--- src/rtl/msi_bridge_pkg.sv ---
package msi_bridge_pkg;

    localparam int unsigned FRAME_SPAN = 32'h0001_0000;
    localparam int unsigned OFS_W      = 16;

    localparam logic [OFS_W-1:0] OFS_TYPE     = 16'h0008;
    localparam logic [OFS_W-1:0] OFS_DOORBELL = 16'h0040;
    localparam logic [OFS_W-1:0] OFS_PID4     = 16'h0FD0;

    typedef enum logic [1:0] {
        REG_NONE,
        REG_TYPE,
        REG_DOORBELL,
        REG_PID4
    } reg_kind_t;

    typedef struct packed {
        logic        valid;
        logic        write;
        logic [31:0] wdata;
    } bus_cmd_t;

    function automatic reg_kind_t classify(input logic [OFS_W-1:0] ofs);
        case (ofs)
            OFS_TYPE:     return REG_TYPE;
            OFS_DOORBELL: return REG_DOORBELL;
            OFS_PID4:     return REG_PID4;
            default:      return REG_NONE;
        endcase
    endfunction

    function automatic logic [31:0] type_word(input logic [15:0] first,
                                              input logic [15:0] count);
        return {first, count};
    endfunction

    function automatic logic [31:0] pid4_word(input int unsigned log2_frames);
        return 32'h4 | (32'(4 + log2_frames) << 4);
    endfunction

    function automatic bit is_pow2(input int unsigned n);
        return (n != 0) && ((n & (n - 1)) == 0);
    endfunction

endpackage

--- src/rtl/msi_frame_decode.sv ---
module msi_frame_decode
    import msi_bridge_pkg::*;
#(
    parameter int unsigned NUM_FRAMES = 4,
    parameter int unsigned ADDR_W     = 32,
    parameter int unsigned IDX_W      = 2,
    parameter logic [NUM_FRAMES-1:0][ADDR_W-1:0] FRAME_BASE = '0
) (
    input  logic [ADDR_W-1:0] addr,
    output logic              hit,
    output logic [IDX_W-1:0]  idx,
    output logic [OFS_W-1:0]  ofs
);
    localparam logic [ADDR_W-1:0] SPAN = ADDR_W'(FRAME_SPAN);

    logic [NUM_FRAMES-1:0]             in_win;
    logic [NUM_FRAMES-1:0][ADDR_W-1:0] rel;

    for (genvar f = 0; f < NUM_FRAMES; f++) begin : g_win
        assign rel[f]    = addr - FRAME_BASE[f];
        assign in_win[f] = (addr >= FRAME_BASE[f]) && (rel[f] < SPAN);
    end

    // Walk from the top index down so the lowest matching frame is kept.
    always_comb begin
        hit = 1'b0;
        idx = '0;
        ofs = '0;
        for (int f = NUM_FRAMES - 1; f >= 0; f--) begin
            if (in_win[f]) begin
                hit = 1'b1;
                idx = IDX_W'(f);
                ofs = rel[f][OFS_W-1:0];
            end
        end
    end

endmodule

--- src/rtl/msi_reg_decode.sv ---
module msi_reg_decode
    import msi_bridge_pkg::*;
#(
    parameter int unsigned NUM_FRAMES = 4,
    parameter int unsigned IDX_W      = 2,
    parameter int unsigned IRQ_W      = 10,
    parameter logic [NUM_FRAMES-1:0][15:0] FRAME_FIRST = '0,
    parameter logic [NUM_FRAMES-1:0][15:0] FRAME_COUNT = '0
) (
    input  bus_cmd_t          cmd,
    input  logic              hit,
    input  logic [IDX_W-1:0]  idx,
    input  logic [OFS_W-1:0]  ofs,
    output logic [31:0]       rdata,
    output logic              ring,
    output logic [IRQ_W-1:0]  ring_id
);
    localparam int unsigned LOG2_FRAMES = $clog2(NUM_FRAMES);

    reg_kind_t   kind;
    logic [31:0] lo_bound;
    logic [31:0] hi_bound;
    logic        in_range;

    always_comb begin
        kind     = classify(ofs);
        lo_bound = {16'b0, FRAME_FIRST[idx]};
        hi_bound = lo_bound + {16'b0, FRAME_COUNT[idx]};
        in_range = (cmd.wdata >= lo_bound) && (cmd.wdata < hi_bound);
    end

    always_comb begin
        rdata = '0;
        if (cmd.valid && !cmd.write && hit) begin
            case (kind)
                REG_TYPE: rdata = type_word(FRAME_FIRST[idx], FRAME_COUNT[idx]);
                REG_PID4: rdata = pid4_word(LOG2_FRAMES);
                default:  rdata = '0;
            endcase
        end
    end

    assign ring    = cmd.valid && cmd.write && hit && (kind == REG_DOORBELL) && in_range;
    assign ring_id = cmd.wdata[IRQ_W-1:0];

endmodule

--- src/rtl/msi_resp_pipe.sv ---
module msi_resp_pipe #(
    parameter int unsigned DEPTH  = 2,
    parameter int unsigned DATA_W = 32
) (
    input  logic              clk,
    input  logic              rst,
    input  logic              in_valid,
    input  logic [DATA_W-1:0] in_data,
    output logic              out_valid,
    output logic [DATA_W-1:0] out_data
);
    logic [DEPTH:0]             stg_v;
    logic [DEPTH:0][DATA_W-1:0] stg_d;

    assign stg_v[0] = in_valid;
    assign stg_d[0] = in_data;

    for (genvar s = 0; s < DEPTH; s++) begin : g_stage
        always_ff @(posedge clk) begin
            if (rst) begin
                stg_v[s+1] <= 1'b0;
                stg_d[s+1] <= '0;
            end else begin
                stg_v[s+1] <= stg_v[s];
                stg_d[s+1] <= stg_v[s] ? stg_d[s] : '0;
            end
        end
    end

    assign out_valid = stg_v[DEPTH];
    assign out_data  = stg_d[DEPTH];

endmodule

--- src/rtl/msi_bridge.sv ---
module msi_bridge
    import msi_bridge_pkg::*;
#(
    parameter int unsigned NUM_FRAMES = 4,
    parameter int unsigned ADDR_W     = 32,
    parameter int unsigned IRQ_W      = 10,
    parameter int unsigned RESP_DELAY = 2,
    parameter logic [NUM_FRAMES-1:0][ADDR_W-1:0] FRAME_BASE =
        {32'h0FFF_8000, 32'h2000_0000, 32'h1001_0000, 32'h1000_0000},
    parameter logic [NUM_FRAMES-1:0][15:0] FRAME_FIRST =
        {16'd300, 16'd200, 16'd100, 16'd64},
    parameter logic [NUM_FRAMES-1:0][15:0] FRAME_COUNT =
        {16'd32, 16'd4, 16'd8, 16'd16}
) (
    input  logic              clk,
    input  logic              rst,
    input  logic              req_valid,
    input  logic              req_write,
    input  logic [ADDR_W-1:0] req_addr,
    input  logic [31:0]       req_wdata,
    output logic              rsp_ready,
    output logic [31:0]       rsp_rdata,
    output logic              irq_valid,
    output logic [IRQ_W-1:0]  irq_id
);
    localparam int unsigned IDX_W   = (NUM_FRAMES > 1) ? $clog2(NUM_FRAMES) : 1;
    localparam int unsigned IRQ_TOP = 1 << IRQ_W;

    // Configuration legality, checked when the design is elaborated.
    if (!is_pow2(NUM_FRAMES)) begin : g_bad_count
        $error("msi_bridge: NUM_FRAMES must be a power of two");
    end
    if (RESP_DELAY < 1) begin : g_bad_delay
        $error("msi_bridge: RESP_DELAY must be at least one");
    end
    for (genvar f = 0; f < NUM_FRAMES; f++) begin : g_cfg
        if (FRAME_FIRST[f] < 16'd32) begin : g_bad_first
            $error("msi_bridge: frame first interrupt below 32");
        end
        if (32'(FRAME_FIRST[f]) + 32'(FRAME_COUNT[f]) > IRQ_TOP) begin : g_bad_span
            $error("msi_bridge: frame interrupt window exceeds IRQ_W");
        end
    end

    bus_cmd_t           cmd;
    logic               hit;
    logic [IDX_W-1:0]   idx;
    logic [OFS_W-1:0]   ofs;
    logic [31:0]        rdata;
    logic               ring;
    logic [IRQ_W-1:0]   ring_id;

    assign cmd = '{valid: req_valid, write: req_write, wdata: req_wdata};

    msi_frame_decode #(
        .NUM_FRAMES (NUM_FRAMES),
        .ADDR_W     (ADDR_W),
        .IDX_W      (IDX_W),
        .FRAME_BASE (FRAME_BASE)
    ) u_decode (
        .addr (req_addr),
        .hit  (hit),
        .idx  (idx),
        .ofs  (ofs)
    );

    msi_reg_decode #(
        .NUM_FRAMES  (NUM_FRAMES),
        .IDX_W       (IDX_W),
        .IRQ_W       (IRQ_W),
        .FRAME_FIRST (FRAME_FIRST),
        .FRAME_COUNT (FRAME_COUNT)
    ) u_regs (
        .cmd     (cmd),
        .hit     (hit),
        .idx     (idx),
        .ofs     (ofs),
        .rdata   (rdata),
        .ring    (ring),
        .ring_id (ring_id)
    );

    msi_resp_pipe #(
        .DEPTH  (RESP_DELAY),
        .DATA_W (32)
    ) u_resp (
        .clk       (clk),
        .rst       (rst),
        .in_valid  (req_valid),
        .in_data   (rdata),
        .out_valid (rsp_ready),
        .out_data  (rsp_rdata)
    );

    always_ff @(posedge clk) begin
        if (rst) begin
            irq_valid <= 1'b0;
            irq_id    <= '0;
        end else begin
            irq_valid <= ring;
            if (ring) begin
                irq_id <= ring_id;
            end
        end
    end

endmodule

--- config.mk ---
export PLATFORM = sky130hd
export DESIGN_NAME = msi_bridge
export DESIGN_NICKNAME = d
export VERILOG_FILES = /design/src/rtl/msi_bridge_pkg.sv /design/src/rtl/msi_frame_decode.sv /design/src/rtl/msi_reg_decode.sv /design/src/rtl/msi_resp_pipe.sv /design/src/rtl/msi_bridge.sv
export SDC_FILE = /design/constraint.sdc
export NUM_CORES = 1
export LEC_CHECK = 0
export BUFFER_PORTS_ARGS = -buffer_cell sky130_fd_sc_hd__buf_2
export CORE_MARGIN = 2
export CORE_UTILIZATION = 50
export CTS_CLUSTER_DIAMETER = 50
export DETAILED_ROUTE_END_ITERATION = 7
export GPL_ROUTABILITY_DRIVEN = 0
export PLACE_DENSITY = 0.95
export SYNTH_ARGS = -nofsm -noshare
export SYNTH_HDL_FRONTEND = slang
export SYNTH_SLANG_ARGS = --single-unit
export TNS_END_PERCENT = 20
--- constraint.sdc ---
create_clock -name clk -period 7.1 [get_ports clk]
set_input_delay 0.355 -clock clk [delete_from_list [all_inputs] [get_ports clk]]
set_output_delay 0.355 -clock clk [all_outputs]
set_load 0.005 [all_outputs]
==> impl_metrics.csv, run 1 <==
group,metric,value,unit
clocking,cts_buffers,5,
global_routing,overflow,0,
synthesis,ys_top_cells_by_count,"dfxtp_1 (33), buf_4 (32), ha_1 (15)",
floorplanning,die_w,70.7,um
routing,dr_total_vias,2162,
setup_path,r2r-end,"u_resp.out_data[21]",
clocking,root_buffer,"clkbuf_8",
synthesis,synthArstFlopShare,0,%
routing,drt_pre_antenna_iters,4,
setup_path,cp.required,7.32,ns
sta,post-route-min-period,4.18,ns
clocking,cts_tree,"built",
routing,route.detailed.drc,0,
cells_and_area,seq_area,661,sq um
place,place.port_buffers,90,
global_routing,grt_use_total,21.0,%
sta,setup_viol,0,
setup_path,r2r_setup_slack,6.08,ns
setup_path,critPathArrivalTime,4.40,ns
routing,final_antenna_net_count,0,
floorplanning,core_area,4320,sq um
global_routing,antenna_found_initial,0,
floorplanning,die_y,70.7,um
floorplanning,initial_core_util,51.4,%
routing,wire_per_inst,13.1,um
setup_path,crit_end,"irq_id[0]",
pwr,ir_worst_vdd,0.000107,V
min_path,min_path_type,"in -> reg",
setup_path,cp-end-kind,"flip-flop",
synthesis,yosys-top-cells-area,"dfxtp_1 (30%), buf_4 (11%), ha_1 (8.4%), and2_1 (3.9%), a21oi_1 (3.2%)",
setup_path,r2r_cells,2,
routing,via_per_inst,5.47,
sta,rsz0062_at_grt,"no",
cells_and_area,instances_no_fill,395,
setup_path,crit_chain,"buf_2, nand4_1, nor3_1, mux2_2, o32ai_1, nand4_1, inv_1, ha_1, inv_1, ha_1, and4_1, a221o_1, a221oi_1, o311a_1, nand3_1, a21oi_1",
routing,drtIter0Drc,110,
status,status,"finished clean",
sta,worst_pin_slew,0.813,ns
synthesis,yosysMostFrequentCell,"dfxtp_1",
setup_path,cp_max_fo,10,
global_routing,grt_pass1_wl,8580,um
job,max_cap_viol_count,0,
floorplanning,dieArea,4990,sq um
cells_and_area,nFillCells,396,
sta,slew_headroom,44.4,%
setup_path,worstSetupPathType,"in -> reg",
synthesis,synth_edf_count,0,
routing,routed_wl,5180,um
place,place_inst,387,
place,pre_cts_ws,2.68,ns
synthesis,yosys_warnings,0,
synthesis,syn_avg_cell_area,8.45,sq um
setup_path,slowest_stage,"o311a_1",
setup_path,critPathLaunch,"req_addr[17]",
clocking,postCtsHoldBufs,0,
cells_and_area,drive_above_1_share,31.2,%
sta,max_freq,0.239,GHz
synthesis,synth_area_leader_cell,"dfxtp_1",
synthesis,syn_area,2220,sq um
sta,finalHoldViolCount,0,
clocking,path_clk_slew,0.07,ns
clocking,cts_buffer_depth,2,
setup_path,start_kind,"primary input",
clocking,ctsHtreeMaxLevel,2,
clocking,cts_setup_buffers,0,
floorplanning,rows,24,
clocking,clk_latency,0.29,ns
floorplanning,num_io_pins,112,
synthesis,syn_inst,263,
cells_and_area,fin_nets,425,
global_routing,grt_start_max_net_pins,15,
global_routing,grt_pass1_vias,2048,
setup_path,r2r_start,"u_resp.stg_v[1]",
setup_path,crit_family,"compound AO/OA/AOI/OAI gates",
sta,holdWs,0.331,ns
setup_path,cp.depth,16,
synthesis,ys_types,54,
sta,fin_tns_setup,0,ns
cells_and_area,multi_input_area,1320,sq um
sta,finalMaxSlewViolations,0,
synthesis,synth_top_area_share,29.7,%
sta,fin_skew,0.00786,ns
synthesis,synth_seq_cells,33,
sta,period_share,58.9,%
pwr,p_per_area,143,nW/um^2
clocking,cts_sinks,33,
cells_and_area,num_antenna_cells,0,
synthesis,synth-seq-area-share,29.7,%
setup_path,crit_buf_inv,3,
clocking,cts_resized,0,
pwr,leakage,1.25,nW
cells_and_area,syn_to_final_growth,18.5,%
place,dpl.hpwl,4140,um
synthesis,synth_ff_type,"dfxtp_1",
setup_path,slowest_delay,0.44,ns
sta,setup_slack,2.92,ns
power by group:
| group | total [mW] | internal (mW) | switching, mW |
|---|---|---|---|
| Sequential | 0.186 | 0.186 | 0.0000999 |
| Combinational | 0.0565 | 0.0253 | 0.0313 |
| Clock | 0.136 | 0.0678 | 0.0677 |
area by class of cell:
class,count,area share (%)
Inverter,14,2.00
Timing Repair Buffer,91,17.4
Clock buffer,6,2.76
Clock inverter,2,0.380
Tap cell,52,2.47
Multi-Input combinational cell,197,49.9
Sequential cell,33,25.1
sequential cells by signal, indices dropped and copies added, names as in the netlist:
signal / cells
irq_id: 10
irq_valid: 1
u_resp.out_data: 10
u_resp.out_valid: 1
u_resp.stg_d: 10
u_resp.stg_v: 1
worst min-delay path by stage:
stage / endpoint / startpoint / slack (ns) / depth (start not counted)
after floorplan: u_resp.out_data[19] / u_resp.stg_d[51] / 0.41 / 1
after global placement: u_resp.out_data[6] / u_resp.stg_d[38] / 0.41 / 1
after detailed placement: u_resp.out_data[6] / u_resp.stg_d[38] / 0.41 / 1
after CTS: irq_id[1] / req_wdata[1] / 0.32 / 3
after global routing: u_resp.stg_v[1] / req_valid / 0.33 / 3
final: irq_id[1] / req_wdata[1] / 0.33 / 3
tightest hold or removal path: stages:
cell,delay (ns)
buf_2,0.11
nand3_1,0.06
a21oi_1,0.06
routing by layer:
layer | global-route usage [%] | vias up | routed length [um]
met5 | 0 | - | 0
met4 | 6.29 | 0 | 66
li1 | - | 1064 | -
met2 | 37.1 | 97 | 2470
met3 | 6.41 | 9 | 435
met1 | 24.6 | 992 | 2210
stage by stage:
stage	instance area [sq um]	power, mW	util, %
after global routing	2630	0.395	60.9
after detailed placement	2550	0.245	59.0
after floorplan	2300	0.223	-
after global placement	2550	0.243	59.0
after CTS	2630	0.381	60.9
final	2630	0.378	60.9
cells by family after synthesis:
logic type,after synthesis,synth area share (%)
buffers and inverters,53,14.5
flip-flops,33,29.7
multiplexers,3,1.41
AND/OR/NAND/NOR,103,27.8
AO/OA/AOI/OAI,51,16.6
other,2,0.338
XOR/XNOR,3,1.18
adder cells (fa/ha/maj),15,8.45
layout by cell type (no fill, tap or decap), drive strengths merged, types with 3 or more instances in the layout:
| master | synthesis | routed |
|---|---|---|
| nand3 | 14 | 14 |
| buf | 35 | 91 |
| nor2b | 4 | 4 |
| a21o | 3 | 3 |
| ha | 15 | 15 |
| inv | 14 | 14 |
| dfxtp | 33 | 33 |
| and4 | 3 | 3 |
| or4 | 4 | 4 |
| nand2 | 9 | 9 |
| nor4b | 5 | 5 |
| nor3 | 10 | 10 |
| nor4 | 9 | 9 |
| and2 | 14 | 14 |
| a21oi | 14 | 14 |
| conb | 2 | 22 |
| nor2 | 13 | 13 |
| clkbuf | 4 | 6 |
| o21ai | 14 | 14 |
| nand4 | 8 | 8 |
Note: power is estimated with default switching activity, not from simulation.
==> run 2: changes to the inputs <==
- CORE_UTILIZATION: 50 -> 42
- PLACE_DENSITY: 0.95 -> 0.86
- clock period: 7.1 -> 3.4 ns (I/O delays scaled with it)
==> run 2 against run 1 <==
Compared with the run above:
- the run now ends with setup timing left
- worst setup slack got worse by 3.0 ns
- utilization decreased by 2.2 points
- sequential cell count unchanged
- via count increased by 5.4%
- critical path depth unchanged
- worst hold slack got worse by 0.18 ns
- register-to-register slack got worse by 3.7 ns
- clock power increased to 2.8 times the previous value
==> impl_metrics.csv, run 2 (synthesis gave the netlist of run 1 again) <==
group,metric,value,unit
cells_and_area,final_cell_mix,"buf_2 (90), buf_4 (36), dfxtp_1 (33)",
floorplanning,initial_core_util,43.5,%
setup_path,crit_family,"compound AO/OA/AOI/OAI gates",
setup_path,crit_buf_inv,3,
pwr,intPower,694,uW
floorplanning,dieArea,5890,sq um
sta,finalMaxSlewViolations,0,
place,pre_cts_ws,-0.523,ns
sta,fin_skew,0.00491,ns
routing,via_per_inst,5.07,
clocking,cts_sinks,33,
clocking,cts_buffer_depth,2,
global_routing,grt_start_max_net_pins,15,
sta,period_share,103,%
routing,final_antenna_net_count,0,
routing,top_layer,"met4",
sta,post-route-min-period,3.50,ns
routing,dr_total_vias,2278,
cells_and_area,fin_nets,461,
min_path,min_path_type,"in -> reg",
cells_and_area,num_antenna_cells,0,
cells_and_area,nFillCells,468,
floorplanning,num_io_pins,112,
setup_path,cp.required,3.56,ns
global_routing,grt_pass1_wl,9300,um
global_routing,grt_use_total,19.3,%
routing,drtIter0Drc,81,
sta,worst_pin_slew,0.731,ns
pwr,p_per_area,300,nW/um^2
global_routing,antenna_found_initial,0,
pwr,switching_power,206,uW
setup_path,cp_max_fo,11,
clocking,clk_latency,0.28,ns
pwr,p_clk_share,41.6,%
global_routing,grt_pass1_vias,2186,
floorplanning,die_w,76.7,um
status,status,"finished, violations left",
cells_and_area,drive_above_1_share,39.6,%
clocking,root_buffer,"clkbuf_8",
job,max_cap_viol_count,0,
setup_path,crit_chain,"buf_2, or4_4, nor4_4, a311oi_1, o31ai_2, nand4_1, ha_1, inv_1, ha_1, and4_1, a221o_1, a221oi_2, o311ai_1, buf_4, o21ai_1, a21oi_2",
global_routing,overflow,0,
cells_and_area,syn_to_final_growth,34.9,%
floorplanning,core_area,5110,sq um
cells_and_area,multi_input_area,1350,sq um
routing,wire_per_inst,12.4,um
clocking,ctsHtreeMaxLevel,2,
setup_path,start_kind,"primary input",
clocking,cts_tree,"built",
floorplanning,die_y,76.7,um
setup_path,slowest_delay,0.55,ns
routing,routed_wl,5570,um
setup_path,worstSetupPathType,"in -> reg",
pwr,seqPwrFrac,43.1,%
sta,setup_viol,10,
pwr,pwr-share-comb,15.3,%
sta,fin_tns_setup,-0.800,ns
floorplanning,rows,26,
place,place.port_buffers,90,
cells_and_area,seq_area,661,sq um
clocking,cts_buffers,5,
setup_path,crit_top_cell,"ha_1",
routing,drt_pre_antenna_iters,4,
sta,rsz0062_at_grt,"yes",
place,dpl.hpwl,4430,um
sta,finalHoldViolCount,0,
routing,wl_met2,2740,um
routing,met1Wirelength,2240,um
setup_path,cp-end-kind,"flip-flop",
clocking,path_clk_slew,0.07,ns
status,violations,"setup timing",
setup_path,critPathArrivalTime,3.67,ns
pwr,switching_share,22.9,%
sta,setup_slack,-0.103,ns
pwr,ir_worst_vdd,0.000261,V
setup_path,slowest_stage,"or4_4",
sta,slew_headroom,50.0,%
routing,wl_met3,433,um
sta,max_freq,0.285,GHz
cells_and_area,final_common_cell,"buf_2",
routing,route.detailed.drc,0,
pwr,leakage,1.44,nW
[run 2: cell count changes in the layout (fill, tap and decap cells not counted), moves of 2 or more]
cell and delta:
a21oi_1 -3, buf_4 +35, a21oi_2 +3, o21ai_0 -10, clkinv_2 -2, o21ai_1 +10
[run 2: worst register-to-register path: stages (launching register included)]
cell,delay (ns)
dfxtp_1,0.30
nor2b_1,0.41
and2_1,0.20
[run 2: final cells by class]
cell class / count / share of cell area (%)
tap: 70 / 2.92
inverter: 14 / 1.75
timing repair buffer: 127 / 24.4
sequential: 33 / 22.0
multi-input combinational: 197 / 45.0
clock buffer: 7 / 2.88
clock inverter: 1 / 1.00
[run 2: per-layer routing]
| layer | global-route usage, % | vias to the layer above |
|---|---|---|
| met5 | 0 | - |
| met4 | 9.27 | 0 |
| met3 | 4.82 | 18 |
| met2 | 33.5 | 110 |
| met1 | 22.1 | 1008 |
| li1 | - | 1142 |
[run 2: final timing paths]
path / depth (start not counted) / from / to / slack, ns
min reg2reg: 1 / u_resp.stg_d[37] / u_resp.out_data[5] / 0.42
max reg2reg: 2 / u_resp.stg_v[1] / u_resp.out_data[21] / 2.43
min: 3 / req_wdata[2] / irq_id[2] / 0.15
max: 16 / req_addr[12] / irq_id[4] / -0.10
[run 2: power by group through the flow]
stage          clock [mW]  sequential (mW)  combinational, mW
2_1_floorplan           0            0.397             0.0698
3_3_place_gp            0            0.396              0.127
3_5_place_dp            0            0.396              0.132
4_1_cts             0.380            0.388              0.134
5_1_grt             0.399            0.388              0.153
6_report            0.374            0.388              0.138
[run 2: metrics by stage]
step / hold WS [ns] / instances / utilization (%) / instance area [sq um] / power [mW]
finish: 0.154 / 449 / 58.7 / 3000 / 0.900
global route: 0.147 / 449 / 58.7 / 3000 / 0.940
CTS: 0.145 / 449 / 58.1 / 2970 / 0.902
detailed placement: 0.411 / 434 / 54.8 / 2800 / 0.528
global placement: 0.409 / 434 / 54.8 / 2800 / 0.523
floorplan: 0.249 / 283 / - / 2310 / 0.466
[run 2: what timing repair did]
item,4_1_cts,5_1_grt
buffers inserted,7,0
setup endpoints to repair,11,11
hold buffers,0,0
resized for setup,0,8
pin swaps,3,2
